[config.mk]
export PLATFORM = sky130hd
export DESIGN_NAME = systime_counter
export DESIGN_NICKNAME = d
export VERILOG_FILES = /design/src/rtl/systime_pkg.sv /design/src/rtl/systime_rst_sync.sv /design/src/rtl/systime_prescaler.sv /design/src/rtl/systime_accum.sv /design/src/rtl/systime_regif.sv /design/src/rtl/systime_counter.sv
export SDC_FILE = /design/constraint.sdc
export NUM_CORES = 1
export LEC_CHECK = 0
export ABC_AREA = 1
export BUFFER_PORTS_ARGS = -buffer_cell sky130_fd_sc_hd__buf_4
export CORE_MARGIN = 3
export CORE_UTILIZATION = 50
export CTS_BUF_LIST = sky130_fd_sc_hd__clkbuf_2
export CTS_CLUSTER_SIZE = 12
export DETAILED_ROUTE_END_ITERATION = 6
export PLACE_DENSITY_LB_ADDON = 0.15
export SLEW_MARGIN = 20
export SYNTH_ARGS = -nofsm -noshare
export SYNTH_HDL_FRONTEND = slang
export SYNTH_SLANG_ARGS = --single-unit
[constraint.sdc]
create_clock -name clk -period 8.4 [get_ports clk]
set_input_delay 0.84 -clock clk [delete_from_list [all_inputs] [get_ports clk]]
set_output_delay 0.84 -clock clk [all_outputs]
set_load 0.05 [all_outputs]
[src/rtl/systime_pkg.sv]
package systime_pkg;
  localparam int TIME_W   = 64;
  localparam int WORD_W   = 32;
  localparam int PERIOD_W = 8;
  localparam int STEP_W   = 24;

  typedef struct packed {
    logic [PERIOD_W-1:0] period;
    logic [STEP_W-1:0]   step;
  } incr_attr_t;
endpackage

[src/rtl/systime_rst_sync.sv]
module systime_rst_sync #(
  parameter int STAGES = 2
) (
  input  logic clk,
  input  logic rst_async_n,
  output logic rst_sync_n
);
  logic [STAGES-1:0] sync_q;

  always_ff @(posedge clk or negedge rst_async_n) begin
    if (!rst_async_n) sync_q <= '0;
    else              sync_q <= {sync_q[STAGES-2:0], 1'b1};
  end

  assign rst_sync_n = sync_q[STAGES-1];
endmodule

[src/rtl/systime_prescaler.sv]
module systime_prescaler
  import systime_pkg::*;
(
  input  logic                clk,
  input  logic                rst_n,
  input  logic [PERIOD_W-1:0] period_i,
  input  logic                restart_i,
  output logic                fire_o
);
  logic [PERIOD_W-1:0] cnt_q, cnt_d;
  logic                cnt_en;
  logic                at_end;

  assign at_end = (period_i != '0) && (cnt_q >= period_i - PERIOD_W'(1));

  always_comb begin
    fire_o = 1'b0;
    cnt_d  = cnt_q;
    cnt_en = 1'b0;
    if (restart_i) begin
      cnt_d  = '0;
      cnt_en = 1'b1;
    end else if (period_i == '0) begin
      cnt_d  = '0;
      cnt_en = (cnt_q != '0);
    end else if (at_end) begin
      fire_o = 1'b1;
      cnt_d  = '0;
      cnt_en = 1'b1;
    end else begin
      cnt_d  = cnt_q + PERIOD_W'(1);
      cnt_en = 1'b1;
    end
  end

  always_ff @(posedge clk or negedge rst_n) begin
    if (!rst_n)      cnt_q <= '0;
    else if (cnt_en) cnt_q <= cnt_d;
  end


  halt_no_fire_chk: assert property (@(posedge clk) disable iff (!rst_n)
    (period_i == '0) |-> !fire_o);


  restart_clears_chk: assert property (@(posedge clk) disable iff (!rst_n)
    restart_i |=> (cnt_q == '0));
endmodule

[src/rtl/systime_accum.sv]
module systime_accum
  import systime_pkg::*;
(
  input  logic              clk,
  input  logic              rst_n,
  input  logic              fire_i,
  input  logic [STEP_W-1:0] step_i,
  output logic [TIME_W-1:0] time_o
);
  logic [TIME_W-1:0] time_q, time_d;

  always_comb begin
    time_d = time_q + TIME_W'(step_i);
  end

  always_ff @(posedge clk or negedge rst_n) begin
    if (!rst_n)      time_q <= '0;
    else if (fire_i) time_q <= time_d;
  end

  assign time_o = time_q;


  advance_by_step_chk: assert property (@(posedge clk) disable iff (!rst_n)
    fire_i |=> (time_q == $past(time_q) + TIME_W'($past(step_i))));


  idle_holds_chk: assert property (@(posedge clk) disable iff (!rst_n)
    !fire_i |=> $stable(time_q));
endmodule

[src/rtl/systime_regif.sv]
module systime_regif
  import systime_pkg::*;
#(
  parameter int              ADDR_W   = 16,
  parameter logic [ADDR_W-1:0] OFS_LO   = 16'hB600,
  parameter logic [ADDR_W-1:0] OFS_HI   = 16'hB604,
  parameter logic [ADDR_W-1:0] OFS_ATTR = 16'hB608
) (
  input  logic              clk,
  input  logic              rst_n,
  input  logic [ADDR_W-1:0] addr_i,
  input  logic              wr_i,
  input  logic              rd_i,
  input  logic [WORD_W-1:0] wdata_i,
  input  logic [TIME_W-1:0] time_i,
  output incr_attr_t        attr_o,
  output logic              restart_o,
  output logic [WORD_W-1:0] rdata_o
);
  incr_attr_t        attr_q;
  logic [WORD_W-1:0] snap_q, rdata_q, rdata_d;
  logic              sel_lo, sel_hi, sel_attr;
  logic              attr_we, snap_en;

  assign sel_lo   = (addr_i == OFS_LO);
  assign sel_hi   = (addr_i == OFS_HI);
  assign sel_attr = (addr_i == OFS_ATTR);
  assign attr_we  = wr_i && sel_attr;
  assign snap_en  = rd_i && sel_lo;

  always_comb begin
    rdata_d = '0;
    if (sel_lo)        rdata_d = time_i[WORD_W-1:0];
    else if (sel_hi)   rdata_d = snap_q;
    else if (sel_attr) rdata_d = attr_q;
  end

  always_ff @(posedge clk or negedge rst_n) begin
    if (!rst_n)       attr_q <= '0;
    else if (attr_we) attr_q <= wdata_i;
  end

  always_ff @(posedge clk or negedge rst_n) begin
    if (!rst_n)       snap_q <= '0;
    else if (snap_en) snap_q <= time_i[TIME_W-1:WORD_W];
  end

  always_ff @(posedge clk or negedge rst_n) begin
    if (!rst_n)    rdata_q <= '0;
    else if (rd_i) rdata_q <= rdata_d;
  end

  assign attr_o    = attr_q;
  assign restart_o = attr_we;
  assign rdata_o   = rdata_q;


  attr_store_chk: assert property (@(posedge clk) disable iff (!rst_n)
    attr_we |=> (attr_o == $past(wdata_i)));


  low_read_chk: assert property (@(posedge clk) disable iff (!rst_n)
    snap_en |=> (rdata_o == $past(time_i[WORD_W-1:0])));


  high_stable_chk: assert property (@(posedge clk) disable iff (!rst_n)
    !snap_en |=> $stable(snap_q));
endmodule

[src/rtl/systime_counter.sv]
module systime_counter
  import systime_pkg::*;
#(
  parameter int              ADDR_W   = 16,
  parameter logic [ADDR_W-1:0] OFS_LO   = 16'hB600,
  parameter logic [ADDR_W-1:0] OFS_HI   = 16'hB604,
  parameter logic [ADDR_W-1:0] OFS_ATTR = 16'hB608,
  parameter int              SYNC_STAGES = 2
) (
  input  logic              clk,
  input  logic              rst_n,
  input  logic [ADDR_W-1:0] reg_addr,
  input  logic              reg_wr,
  input  logic              reg_rd,
  input  logic [31:0]       reg_wdata,
  output logic [31:0]       reg_rdata,
  output logic [63:0]       time_o
);
  logic       rst_int_n;
  incr_attr_t attr;
  logic       restart;
  logic       fire;

  systime_rst_sync #(.STAGES(SYNC_STAGES)) i_rst_sync (
    .clk         (clk),
    .rst_async_n (rst_n),
    .rst_sync_n  (rst_int_n)
  );

  systime_regif #(
    .ADDR_W   (ADDR_W),
    .OFS_LO   (OFS_LO),
    .OFS_HI   (OFS_HI),
    .OFS_ATTR (OFS_ATTR)
  ) i_regif (
    .clk       (clk),
    .rst_n     (rst_int_n),
    .addr_i    (reg_addr),
    .wr_i      (reg_wr),
    .rd_i      (reg_rd),
    .wdata_i   (reg_wdata),
    .time_i    (time_o),
    .attr_o    (attr),
    .restart_o (restart),
    .rdata_o   (reg_rdata)
  );

  systime_prescaler i_prescaler (
    .clk       (clk),
    .rst_n     (rst_int_n),
    .period_i  (attr.period),
    .restart_i (restart),
    .fire_o    (fire)
  );

  systime_accum i_accum (
    .clk    (clk),
    .rst_n  (rst_int_n),
    .fire_i (fire),
    .step_i (attr.step),
    .time_o (time_o)
  );
endmodule

-- Word-level counts from Yosys, hierarchy flattened
Cells that the tools add are included.
- flip-flop bits (word level): 170
- input port bits: 52
- output and inout port bits: 96
- word-level logic and storage cells: 31
- add/sub/neg operators: 3
- order comparisons: 1
- equal/unequal tests: 3
- mux-type cells: 11
- reductions and logical operators: 6
- operators by type and width (kind ; number):
    32-bit 2-to-1 mux ; 3
    64-bit by 24-bit adder with 64-bit output ; 1
    16-bit == test (second input constant) ; 3
    8-bit 2-to-1 mux ; 3
    8-bit nonzero test ; 2
    8-bit by 1-bit adder with 8-bit output (second input constant) ; 1
    8-bit >= comparator ; 1
    8-bit zero test ; 1
    8-bit by 1-bit subtractor with 8-bit output (second input constant) ; 1
    1-bit 2-to-1 mux ; 5
    1-bit logical AND ; 3

-- Depth between registers and ports, before layout
- depth in word-level cells: 6
- gate-level depth with buffers: 19
- gate-level depth less buffers: 18

-- Modules after synthesis
A second synthesis with hierarchy kept.
- cells, all modules: 1643
- area, all modules: 11327.1 um^2
- modules (own cells, without submodules) (module ; instances ; cells an instance ; area an instance (um^2)):
    systime_accum ; 1 ; 943 ; 5654.2
    systime_regif ; 1 ; 580 ; 4788.3
    systime_prescaler ; 1 ; 117 ; 830.8
    systime_rst_sync ; 1 ; 3 ; 53.8

-- Least setup slack after synthesis
No wires, ideal clock.
- path type: reg-to-reg
- from: reg i_regif.attr_q, in the netlist i_regif.attr_o[24]
- to: reg i_accum.time_q[44] (netlist: i_accum.time_o[44])
- library setup time: 0.124 ns
- arrival: 2.310 ns
- required time: 8.276 ns
- path slack: 5.966 ns
- stages on the path, launching flop included: 16
- buffers on the path: 1
- clock period less this slack: 2.434 ns
- cell sequence: dfrtp_1 inv_1 ha_1 nand2_1 nor3_1 xor2_1 inv_1 ha_1 nand2_1 o21a_1 nand2_1 nand3_2 buf_6 nor2_1 nand2_1 xor2_1
- cells in the longest elaborated chain, start to end: 6
- elaborated cells between the ends (all ways): 8
- those cells by class: add/sub: 1; order compare: 1; mux: 3; reduce/logical: 3
- ends and longest elaborated chain (item ; RTL line ; source):
    start, declared ; systime_regif.sv:20 ; incr_attr_t attr_q;
    start signal, assigned ; systime_regif.sv:40 ; else if (attr_we) attr_q <= wdata_i;
    8-bit by 1-bit subtractor with 8-bit output ; systime_prescaler.sv:14 ; assign at_end = (period_i != '0) && (cnt_q >= period_i - PERIOD_W'(1));
    8-bit >= comparator ; systime_prescaler.sv:14 ;
    1-bit logical AND ; systime_prescaler.sv:14 ;
    1-bit 2-to-1 mux ; systime_prescaler.sv:26 ; end else if (at_end) begin
    1-bit 2-to-1 mux * ; systime_prescaler.sv:23 ; end else if (period_i == '0) begin
    1-bit 2-to-1 mux * ; systime_prescaler.sv:20 ; if (restart_i) begin
    end signal, assigned ; systime_accum.sv:18 ; else if (fire_i) time_q <= time_d;
    end, declared ; systime_accum.sv:10 ; logic [TIME_W-1:0] time_q, time_d;
Every way passes the cells marked *; elsewhere a longest branch is shown, timed or not.
A chain may end at the register's enable or synchronous reset.

-- Final worst setup path
- from: reg i_regif.attr_q, in the netlist i_regif.attr_o[24]
- to: reg i_accum.time_q[32] (netlist: i_accum.time_o[32])
The elaborated chain is that of the path after synthesis.

==> results_dict.tcl <==
set metrics [dict create \
    die-height_um 151 \
    syn_nets 1613 \
    reg2reg_from "i_regif.attr_o[24]" \
    critPathSlowestCell "inv_2" \
    worstMarginPinSlew_ns 0.882 \
    synth_seq_area_share 0.404 \
    ys_seq_elements 170 \
    setup-violations-final 0 \
    detail_route.iter0.violations 768 \
    routed_via_density 5.28 \
    cts_max_level 4 \
    antenna_found_initial 1 \
    fin_crit_sh 0.440 \
    dpl.hpwl_um 26000 \
    start_util 0.514 \
    irDropWorstVdd_mv 0.0987 \
    crit_type "flop to flop" \
    drv_cap 0 \
    ff2ff_path_depth 15 \
    core_mm2 0.0205 \
    skew_ns 0.0522 \
    hold_viol 0 \
    io_buffer_count 147 \
    cp.arrival_ns 4.37 \
    overflow 0 \
    timing.rr.end "i_accum.time_o[32]" \
    ys_warn_count 0 \
    clock_path_buffers 2 \
    combPwrFrac 0.120 \
    final_common_cell "nand2_1" \
    cts_tree "done" \
    layout_common_cells "534 x nand2_1, 216 x inv_1, 169 x dfrtp_1" \
    fin_total_pwr_mw 1.48 \
    crit_required_ns 9.08 \
    p_seq_frac 0.582 \
    slew_viol_final 0 \
    slew_headroom 0.412 \
    root_buffer "clkbuf_2" \
    ys_types 38 \
    syn2layout_area_growth_pct 14.7 \
    fmax_ghz 0.271 \
    grt_pass1_vias 9433 \
    status "complete, no violations" \
    fillers 2005 \
    hp-class "input pin to flop" \
    synthCells 1524 \
    finalNetCount 1745 \
    finish.utilization 0.590 \
    tns_ns 0 \
    critPathLaunchType "flop" \
    worst-path-max-fanout 41 \
    swShare 0.316 \
    cts_resized 0 \
    grt_pass1_wl_um 51900 \
    ios 148 \
    clkSlewWorstSetupHoldPaths_ns 0.28 \
    slowest_delay_ns 0.72 \
    async_flop_share 1.00 \
    clock_sinks 170 \
    end_kind "flop" \
    p_switching_mw 0.469 \
    internal-power_mw 1.02 \
    drc 0 \
    firstDrtPassIters 6 \
    grt_max_degree 80 \
    cts-buffers-inserted 17 \
    synth_area_leaders "dfrtp_1 40%, nand2_1 19%, inv_1 7.7%, nand3_1 7.5%, ha_1 4.3%" \
    synth_top_area_share 0.404 \
    drive_above_1_share 0.121 \
    cp-endpoint "i_accum.time_o[32]" \
    worstSetupStartpoint "i_regif.attr_o[24]" \
    syn-mean-instance-area_um2 6.91 \
    vias 10200 \
    insertion_delay_ns 0.79 \
    crit_path_frequent_cell "nand2_1" \
    path_cells "inv_1 -> ha_1 -> nand2_1 -> nor3_1 -> xor2_1 -> inv_1 -> ha_1 -> nand2_1 -> o21a_1 -> nand2_1 -> nand3_2 -> inv_2 -> nand2_1 -> o21ai_1 -> nand2_1" \
    synth_edf_count 0 \
    setup_slack_ns 4.70 \
    pre_cts_ws_ns 4.64 \
    die_x_um 151 \
    rows 52 \
    power.density_mw_per_mm2 123 \
    syn-cell-area_mm2 0.0105 \
    p_clk_frac 0.298 \
    min_period_ns 3.70 \
    yosys_most_used_dff "dfrtp_1" \
    grt.total_usage 0.295 \
    gp_congestion 0.951 \
    ff2ff_setup_slack_ns 4.70 \
    leakage_nw 6.32 \
    rsz0062_at_grt "false" \
    wirelength_um 33100 \
    die_area_mm2 0.0229 \
    yosys.area.top_type "dfrtp_1" \
    ant_nets 0 \
    wire_per_inst_um 17.1 \
]
==> critical path, delay by kind of cell, from the launching register on <==
family | cells | cell delay [ns]
simple gates | 7 | 1.14
buf+inv | 3 | 0.99
flops | 1 | 0.42
compound gates | 2 | 0.35
fa+ha+maj | 2 | 0.49
xor+xnor | 1 | 0.17
==> per-stage QoR <==
step	instance area (um^2)	std cells	hold WS (ns)
2_1_floorplan	10500	1524	0.331
3_3_place_gp	11800	1906	0.218
3_5_place_dp	11800	1906	0.220
4_1_cts	12100	1939	0.190
5_1_grt	12100	1941	0.152
6_report	12100	1941	0.212
==> power groups by stage <==
stage | Clock, mW | Sequential, mW | Combinational, mW
3_5_place_dp | 0 | 0.877 | 0.179
2_1_floorplan | 0 | 0.880 | 0.126
5_1_grt | 0.487 | 0.867 | 0.204
3_3_place_gp | 0 | 0.877 | 0.173
6_report | 0.442 | 0.864 | 0.178
4_1_cts | 0.453 | 0.864 | 0.180
==> registers in the layout, summed over array words and instances (netlist names) <==
name,flops
i_regif.attr_o,32
i_prescaler.cnt_q,8
i_regif.snap_q,32
i_rst_sync.sync_q,2
i_accum.time_o,64
i_regif.rdata_o,32
==> how the worst min path moves through the flow <==
stage | from | end | slack, ns | cells after the start
finish | reg_wdata[7] | i_regif.attr_o[7] | 0.21 | 3
global route | reg_wdata[8] | i_regif.attr_o[8] | 0.15 | 3
CTS | reg_wdata[8] | i_regif.attr_o[8] | 0.19 | 3
detailed placement | i_rst_sync.sync_q[1] | i_accum.time_o[63] | 0.22 | 0
global placement | i_rst_sync.sync_q[1] | i_accum.time_o[63] | 0.22 | 0
floorplan | i_rst_sync.sync_q[0] | i_rst_sync.sync_q[1] | 0.33 | 0
==> what timing repair did <==
action | in CTS | in global routing
endpoints found under the hold margin | 2 | 0
setup buffers | 0 | 0
hold buffers | 1 | 0
==> cell families (layout without fill, tap and decap cells) <==
group	count (synthesis)	in the layout	synth area share
compound gates	135	135	0.0647
xor+xnor	34	34	0.0283
fa+ha+maj	37	37	0.0446
buf+inv	261	406	0.0977
flops	170	170	0.404
mux	7	7	0.00665
other cells	1	3	0.000356
simple gates	879	879	0.354
==> layer usage <==
metal / track usage / share of wire
met4: 0.0811 / 0.025
met5: 0 / 0
met2: 0.455 / 0.45
met3: 0.0482 / 0.070
met1: 0.432 / 0.46
==> Yosys cell counts (15+ instances only) <==
cell      number
nor2_1        99
dfrtp_1      170
o21ai_1       75
clkbuf_1      15
ha_1          36
nand4_1       38
o21ai_0       29
nand2_1      534
inv_1        216
xnor2_1       20
nand3_1      157
buf_2         19
nor3_1        25
a21oi_1       28
==> final cells by class <==
type	instances	area [um^2]	area share
Multi-Input combinational cell	1093	5270	0.436
Sequential cell	170	4260	0.352
Timing Repair Buffer	155	1170	0.0968
Inverter	219	822	0.0680
Tap cell	270	338	0.0280
Clock inverter	14	138	0.0114
Clock buffer	18	90.1	0.00745
Antenna cell	2	5.00	0.000414
Note: power is estimated with default switching activity, not from simulation.
